### src/rtl/sa_fault_pkg.sv
package sa_fault_pkg;
  localparam int BYTE_W = 8;

  typedef enum logic {
    MASK_SA0 = 1'b0,
    MASK_SA1 = 1'b1
  } mask_kind_e;
endpackage

### src/rtl/sa_mask_slot.sv
module sa_mask_slot
  import sa_fault_pkg::*;
#(
  parameter int W = 32
) (
  input  logic         clk,
  input  logic         rst_n,
  input  logic         wr_en,
  input  logic         kind,
  input  logic [W-1:0] wdata,
  output logic [W-1:0] sa0_q,
  output logic [W-1:0] sa1_q
);
  logic [W-1:0] sa0_d, sa1_d;

  always_comb begin
    sa0_d = sa0_q;
    sa1_d = sa1_q;
    if (mask_kind_e'(kind) == MASK_SA0) sa0_d = wdata;
    else                                sa1_d = wdata;
  end

  always_ff @(posedge clk or negedge rst_n) begin
    if (!rst_n) begin
      sa0_q <= '1;
      sa1_q <= '0;
    end else if (wr_en) begin
      sa0_q <= sa0_d;
      sa1_q <= sa1_d;
    end
  end

  AST_MASK_HOLD: assert property (@(posedge clk) disable iff (!rst_n)
    !wr_en |=> ($stable(sa0_q) && $stable(sa1_q)));
endmodule

### src/rtl/sa_fetch_lane.sv
module sa_fetch_lane
  import sa_fault_pkg::*;
#(
  parameter int INSN_BYTES = 4
) (
  input  logic                         clk,
  input  logic                         rst_n,
  input  logic                         fetch_valid,
  input  logic                         fetch_sop,
  input  logic [BYTE_W-1:0]            fetch_byte,
  input  logic [INSN_BYTES*BYTE_W-1:0] ir_sa0,
  input  logic [INSN_BYTES*BYTE_W-1:0] ir_sa1,
  output logic                         out_valid,
  output logic [BYTE_W-1:0]            out_byte
);
  localparam int IDX_W = $clog2(INSN_BYTES + 1);
  localparam logic [IDX_W-1:0] SAT = IDX_W'(INSN_BYTES);

  logic [IDX_W-1:0]  idx_q, idx_d, cur_idx;
  logic [BYTE_W-1:0] lane_sa0, lane_sa1;

  always_comb begin
    cur_idx  = fetch_sop ? '0 : idx_q;
    lane_sa0 = '1;
    lane_sa1 = '0;
    for (int k = 0; k < INSN_BYTES; k++) begin
      if (cur_idx == IDX_W'(k)) begin
        lane_sa0 = ir_sa0[k*BYTE_W +: BYTE_W];
        lane_sa1 = ir_sa1[k*BYTE_W +: BYTE_W];
      end
    end
    idx_d = (cur_idx == SAT) ? SAT : cur_idx + IDX_W'(1);
  end

  assign out_valid = fetch_valid;
  assign out_byte  = (fetch_byte & lane_sa0) | lane_sa1;

  always_ff @(posedge clk or negedge rst_n) begin
    if (!rst_n)           idx_q <= '0;
    else if (fetch_valid) idx_q <= idx_d;
  end

  AST_IDX_RANGE: assert property (@(posedge clk) disable iff (!rst_n)
    idx_q <= SAT);
  AST_SOP_RESTART: assert property (@(posedge clk) disable iff (!rst_n)
    (fetch_valid && fetch_sop) |=> (idx_q == IDX_W'(1)));
  AST_IDX_SATURATE: assert property (@(posedge clk) disable iff (!rst_n)
    (fetch_valid && !fetch_sop && idx_q == SAT) |=> (idx_q == SAT));
endmodule

### src/rtl/sa_fault_overlay.sv
module sa_fault_overlay
  import sa_fault_pkg::*;
#(
  parameter int NUM_REGS   = 8,
  parameter int REG_W      = 32,
  parameter int PC_IDX     = 7,
  parameter int INSN_BYTES = 4,
  parameter int FLAG_W     = 32,
  localparam int INSN_W    = INSN_BYTES * BYTE_W,
  localparam int CFG_W     = (REG_W > INSN_W) ? ((REG_W > FLAG_W) ? REG_W : FLAG_W)
                                              : ((INSN_W > FLAG_W) ? INSN_W : FLAG_W),
  localparam int TGT_W     = $clog2(NUM_REGS + 2),
  localparam int RIDX_W    = (NUM_REGS > 1) ? $clog2(NUM_REGS) : 1
) (
  input  logic              clk,
  input  logic              rst_n,
  input  logic              cfg_we,
  input  logic [TGT_W-1:0]  cfg_target,
  input  logic              cfg_kind,
  input  logic [CFG_W-1:0]  cfg_value,
  input  logic [RIDX_W-1:0] rd_idx,
  input  logic [REG_W-1:0]  rd_raw,
  output logic [REG_W-1:0]  rd_val,
  input  logic              fetch_valid,
  input  logic              fetch_sop,
  input  logic [BYTE_W-1:0] fetch_byte,
  output logic              out_valid,
  output logic [BYTE_W-1:0] out_byte,
  input  logic              flag_commit,
  input  logic [FLAG_W-1:0] flag_rd,
  output logic              flag_wb_en,
  output logic [FLAG_W-1:0] flag_wb
);
  localparam logic [TGT_W-1:0] TGT_IR   = TGT_W'(NUM_REGS);
  localparam logic [TGT_W-1:0] TGT_FLAG = TGT_W'(NUM_REGS + 1);

  logic [REG_W-1:0]  gpr_sa0 [NUM_REGS];
  logic [REG_W-1:0]  gpr_sa1 [NUM_REGS];
  logic [INSN_W-1:0] ir_sa0, ir_sa1;
  logic [FLAG_W-1:0] fl_sa0, fl_sa1;
  logic [REG_W-1:0]  sel_sa0, sel_sa1;
  logic              wb_en_d;
  logic [FLAG_W-1:0] wb_d;

  // general register mask bank; the program counter slot is tied neutral
  for (genvar g = 0; g < NUM_REGS; g++) begin : g_gpr
    if (g == PC_IDX) begin : g_pc
      assign gpr_sa0[g] = '1;
      assign gpr_sa1[g] = '0;
    end else begin : g_slot
      sa_mask_slot #(.W(REG_W)) u_slot (
        .clk   (clk),
        .rst_n (rst_n),
        .wr_en (cfg_we && (cfg_target == TGT_W'(g))),
        .kind  (cfg_kind),
        .wdata (cfg_value[REG_W-1:0]),
        .sa0_q (gpr_sa0[g]),
        .sa1_q (gpr_sa1[g])
      );
    end
  end

  sa_mask_slot #(.W(INSN_W)) u_ir_slot (
    .clk   (clk),
    .rst_n (rst_n),
    .wr_en (cfg_we && (cfg_target == TGT_IR)),
    .kind  (cfg_kind),
    .wdata (cfg_value[INSN_W-1:0]),
    .sa0_q (ir_sa0),
    .sa1_q (ir_sa1)
  );

  sa_mask_slot #(.W(FLAG_W)) u_flag_slot (
    .clk   (clk),
    .rst_n (rst_n),
    .wr_en (cfg_we && (cfg_target == TGT_FLAG)),
    .kind  (cfg_kind),
    .wdata (cfg_value[FLAG_W-1:0]),
    .sa0_q (fl_sa0),
    .sa1_q (fl_sa1)
  );

  // register read path
  always_comb begin
    sel_sa0 = '1;
    sel_sa1 = '0;
    if (int'(rd_idx) < NUM_REGS) begin
      sel_sa0 = gpr_sa0[rd_idx];
      sel_sa1 = gpr_sa1[rd_idx];
    end
  end

  assign rd_val = (rd_raw & sel_sa0) | sel_sa1;

  // byte-serial instruction path
  sa_fetch_lane #(.INSN_BYTES(INSN_BYTES)) u_fetch (
    .clk         (clk),
    .rst_n       (rst_n),
    .fetch_valid (fetch_valid),
    .fetch_sop   (fetch_sop),
    .fetch_byte  (fetch_byte),
    .ir_sa0      (ir_sa0),
    .ir_sa1      (ir_sa1),
    .out_valid   (out_valid),
    .out_byte    (out_byte)
  );

  // flag write-back path
  always_comb begin
    wb_en_d = flag_commit;
    wb_d    = flag_wb;
    if (flag_commit) wb_d = (flag_rd & fl_sa0) | fl_sa1;
  end

  always_ff @(posedge clk or negedge rst_n) begin
    if (!rst_n) begin
      flag_wb_en <= 1'b0;
      flag_wb    <= '0;
    end else begin
      flag_wb_en <= wb_en_d;
      if (flag_commit) flag_wb <= wb_d;
    end
  end

  AST_PC_CLEAN: assert property (@(posedge clk) disable iff (!rst_n)
    (int'(rd_idx) == PC_IDX) |-> (rd_val == rd_raw));
  AST_SA1_FORCES: assert property (@(posedge clk) disable iff (!rst_n)
    ((rd_val & sel_sa1) == sel_sa1));
  AST_WB_ONE_CYCLE: assert property (@(posedge clk) disable iff (!rst_n)
    flag_commit |=> flag_wb_en);
endmodule

### config.mk
export PLATFORM = sky130hd
export DESIGN_NAME = sa_fault_overlay
export DESIGN_NICKNAME = d
export VERILOG_FILES = /design/src/rtl/sa_fault_pkg.sv /design/src/rtl/sa_mask_slot.sv /design/src/rtl/sa_fetch_lane.sv /design/src/rtl/sa_fault_overlay.sv
export SDC_FILE = /design/constraint.sdc
export NUM_CORES = 1
export LEC_CHECK = 0
export BUFFER_PORTS_ARGS = -buffer_cell sky130_fd_sc_hd__clkbuf_2
export CAP_MARGIN = 20
export CORE_MARGIN = 8
export CORE_UTILIZATION = 35
export DETAILED_ROUTE_END_ITERATION = 16
export GPL_ROUTABILITY_DRIVEN = 0
export PLACE_DENSITY = 0.62
export SLEW_MARGIN = 10
export SYNTH_ARGS = -nofsm -noshare
export SYNTH_HDL_FRONTEND = slang
export SYNTH_SLANG_ARGS = --single-unit
### constraint.sdc
create_clock -name clk -period 4.71 [get_ports clk]
set_input_delay 0.471 -clock clk [delete_from_list [all_inputs] [get_ports clk]]
set_output_delay 0.471 -clock clk [all_outputs]
set_load 0.01 [all_outputs]
==> summary.md <==
| Metric | Value |
|---|---|
| Status | complete, no violations |
| Static Leak | between 10 and 15 nW |
| FMAX | 0.282 GHz |
| CTS HTree Levels | 3 |
| Drt via density | ~5.3 |
| Layout fillers | slightly above 7000 |
| Clk pin slew, worst setup/hold paths | 0.06 ns |
| Crit path DAT | a little over 3 ns |
| Layout Skew | 0.00667 ns |
| Normalized max-slew margin | 27.1% |
| Startpoint types | flop |
| # setup viols final | 0 |
| Power per cell area | 472 nW/um^2 |
| Drt drc | 0 |
| Area leader, netlist | dfrtp_1 |
| Hold WC Path Type | in2reg |
| Clk buf depth | 3 |
| Core Box Area | between 70000 and 80000 sq um |
| CP endpoint kind | output pin |
| Clk sinks | 612 |
| Final ANT Viol Nets | 0 |
| Die Height | between 200 and 300 microns |
| Fin worst setup slack | 1.16 ns |
| Syn nets | 1965 |
| I/O pin count | 192 |
| RSZ-0062 raised after global routing | no |
| Hpwl dp | 46800 microns |
| Share of synthesized registers carrying an async set or reset | 100% |
| WL/cell | ~24 microns |
| Vias in the first global route | 18000 |
| Peak supply drop | 241 uV |
| Drt total wl | 74400 microns |
| Share of cells above drive strength 1 | between 60% and 70% |
| EDFF count, synth | 0 |
| Hold Violations, Final | 0 |
| CP Class | reg2out |
| Initial Util | 35.2% |
| Post-synth cell types | 34 |
| Final nets | 2120 |
| Max cap viols | 0 |
| Post-Layout Inst Area | 31500 sq um |
| Launch point of the worst path | u_fetch.idx_q[0] |
| CP required | 4.24 ns |
| Synth warnings | 0 |
| Via count | approximately 16000 |
| Post-synthesis sequential area ratio | 57.7% |
| Hold Crit Start | flag_rd[22] |
| Tightest Pin Transition | 1.09 ns |
| P&R area growth vs syn | 16.0% |
| Antenna violations before repair | 7 |
| Clock latency on the worst-skew pair | 0.60 ns |
| CTS buffer count | 71 |
| Post-Syn Instances | between 1500 and 2000 |
| First-pass GRT wire length | 114000 microns |
| Die area | approximately 87000 sq um |
| CTS tree | built |
| PortBufs | 191 |
| Fin Setup TNS | 0 ns |
| Total GRT Usage | 17.2% |
| Largest net degree at the start of global routing | 121 |
| Post-place instance area | 29200 sq um |
| Initial drt markers | 890 |
| Clock Tree Root | clkbuf_16 |
| Tcrit/Tclk final | approximately three quarters |
| Post-synth top flop | dfrtp_1 |
| FF+latch count, synth | roughly 600 |
| R2R Path Start | u_fetch.idx_q[0] |
| TritonRoute pass-1 iters | 5 |
| Cell area after synthesis | ~27000 sq um |
| Slew Limit Fails | 0 |
| Yosys top cell area share | 29.9% |
| Cell row count | 102 |
| GRT overflow | 0 |
| Minimum clock period | 3.55 ns |
| Synth top area cells | dfrtp_1 30%, dfstp_2 28%, mux2_2 23%, mux4_2 5.3%, mux2_1 2.0% |
| CP Max Fanout | 8 |
| Pre-CTS setup slack | 1.50 ns |
| Mapped Avg Cell Area | 14.7 sq um |
| Die Wd | 295 microns |
## registers in the layout, summed over array words and instances (netlist names)
signal,count
u_ir_slot.sa1_q,32
u_flag_slot.sa1_q,32
g_gpr.g_slot.u_slot.sa1_q,224
u_flag_slot.sa0_q,32
u_ir_slot.sa0_q,32
flag_wb,32
flag_wb_en,1
u_fetch.idx_q,3
g_gpr.g_slot.u_slot.sa0_q,224
## layout by cell type, fill, tap and decap left out, drive strengths merged, types with 32 or more instances in the layout
cell type | Yosys | layout
mux2 | 609 | 609
dfrtp | 324 | 324
clkbuf | 71 | 299
dfstp | 288 | 288
a21oi | 107 | 107
nor2 | 78 | 78
mux4 | 64 | 64
buf | 78 | 42
o221ai | 40 | 40
a211oi | 40 | 40
mux2i | 32 | 32
a31oi | 32 | 32
## synthesized netlist by cell type, types with 4 or more instances
library cell  count
nor2_1           78
mux4_2           64
a211oi_1         40
o311ai_0          8
dfstp_2         288
clkbuf_1         71
mux2i_1          32
buf_4             4
dfrtp_1         324
nand3_1           5
nor2b_1           6
a22o_1            8
mux2_2          561
nand2b_1          7
buf_2            56
buf_1            18
a21oi_1         107
a21o_1            9
a31oi_1          32
o221ai_1         40
mux2_1           48
nand2_1          17
## where the power goes
| group | total [mW] | internal, mW | leakage [nW] | switching, mW |
|---|---|---|---|---|
| logic | 2.34 | 1.28 | 5.29 | 1.07 |
| registers | 7.15 | 6.62 | 7.12 | 0.522 |
| clock network | 5.37 | 3.19 | 1.10 | 2.18 |
## metrics by stage
stage / hold WS (ns) / total power [mW] / utilization, % / std cells
final: 0.171 / 14.9 / 40.9 / 3100
after global routing: 0.166 / 15.6 / 40.9 / 3099
after CTS: 0.129 / 15.1 / 40.9 / 3097
after detailed placement: 0.476 / 9.60 / 37.9 / 2965
after global placement: 0.462 / 9.43 / 37.9 / 2964
after floorplan: 0.175 / 8.70 / - / 1844
## worst max-delay path, stage by stage (launching register included)
cell and delay, ns:
dfrtp_1 0.46, nand2b_1 0.14, ha_1 0.25, nor2b_1 0.16, a21oi_1 0.60, o221ai_1 0.18
o311ai_0 0.19, a22o_1 0.32, clkbuf_2 0.17
## routing by layer
layer	wire (microns)	up-vias	global-route usage (%)
met5	27	-	0
met3	4000	101	4.17
met2	34700	343	27.2
met4	1640	4	4.96
met1	34100	8731	23.4
li1	-	7156	-
## logic make-up after synthesis
family | synth area share [%]
mux | 31.7
flops | 57.7
compound gates | 5.91
buf+inv | 2.41
simple gates | 2.08
fa+ha+maj | 0.138
## layout make-up
cell class                      instances  area, sq um  area share (%)
Sequential cell                       612        15700            49.8
Clock buffer                          111         2060            6.54
Inverter                                3         11.3          0.0357
Clock inverter                         20          206           0.655
Antenna cell                            3         7.51          0.0238
Multi-Input combinational cell       1080        10900            34.5
Timing Repair Buffer                  231         1360            4.33
Tap cell                             1040         1300            4.13
## what timing repair did
action	in CTS	in global routing
resized for setup	0	0
endpoints found under the hold margin	20	0
hold buffers	1	0
buffers inserted	0	0
## worst paths after layout
check	endpoint	cells after the start	slack (ns)
min	flag_wb[22]	3	0.17
max	out_byte[4]	8	1.16
min reg2reg	g_gpr[5].g_slot.u_slot.sa1_q[23]	1	0.49
max in group asynchronous	flag_wb[30]	3	2.83
min in group asynchronous	g_gpr[3].g_slot.u_slot.sa1_q[2]	2	0.55
max reg2reg	u_fetch.idx_q[2]	5	3.34
No activity file was read; power rests on OpenSTA's default activity.
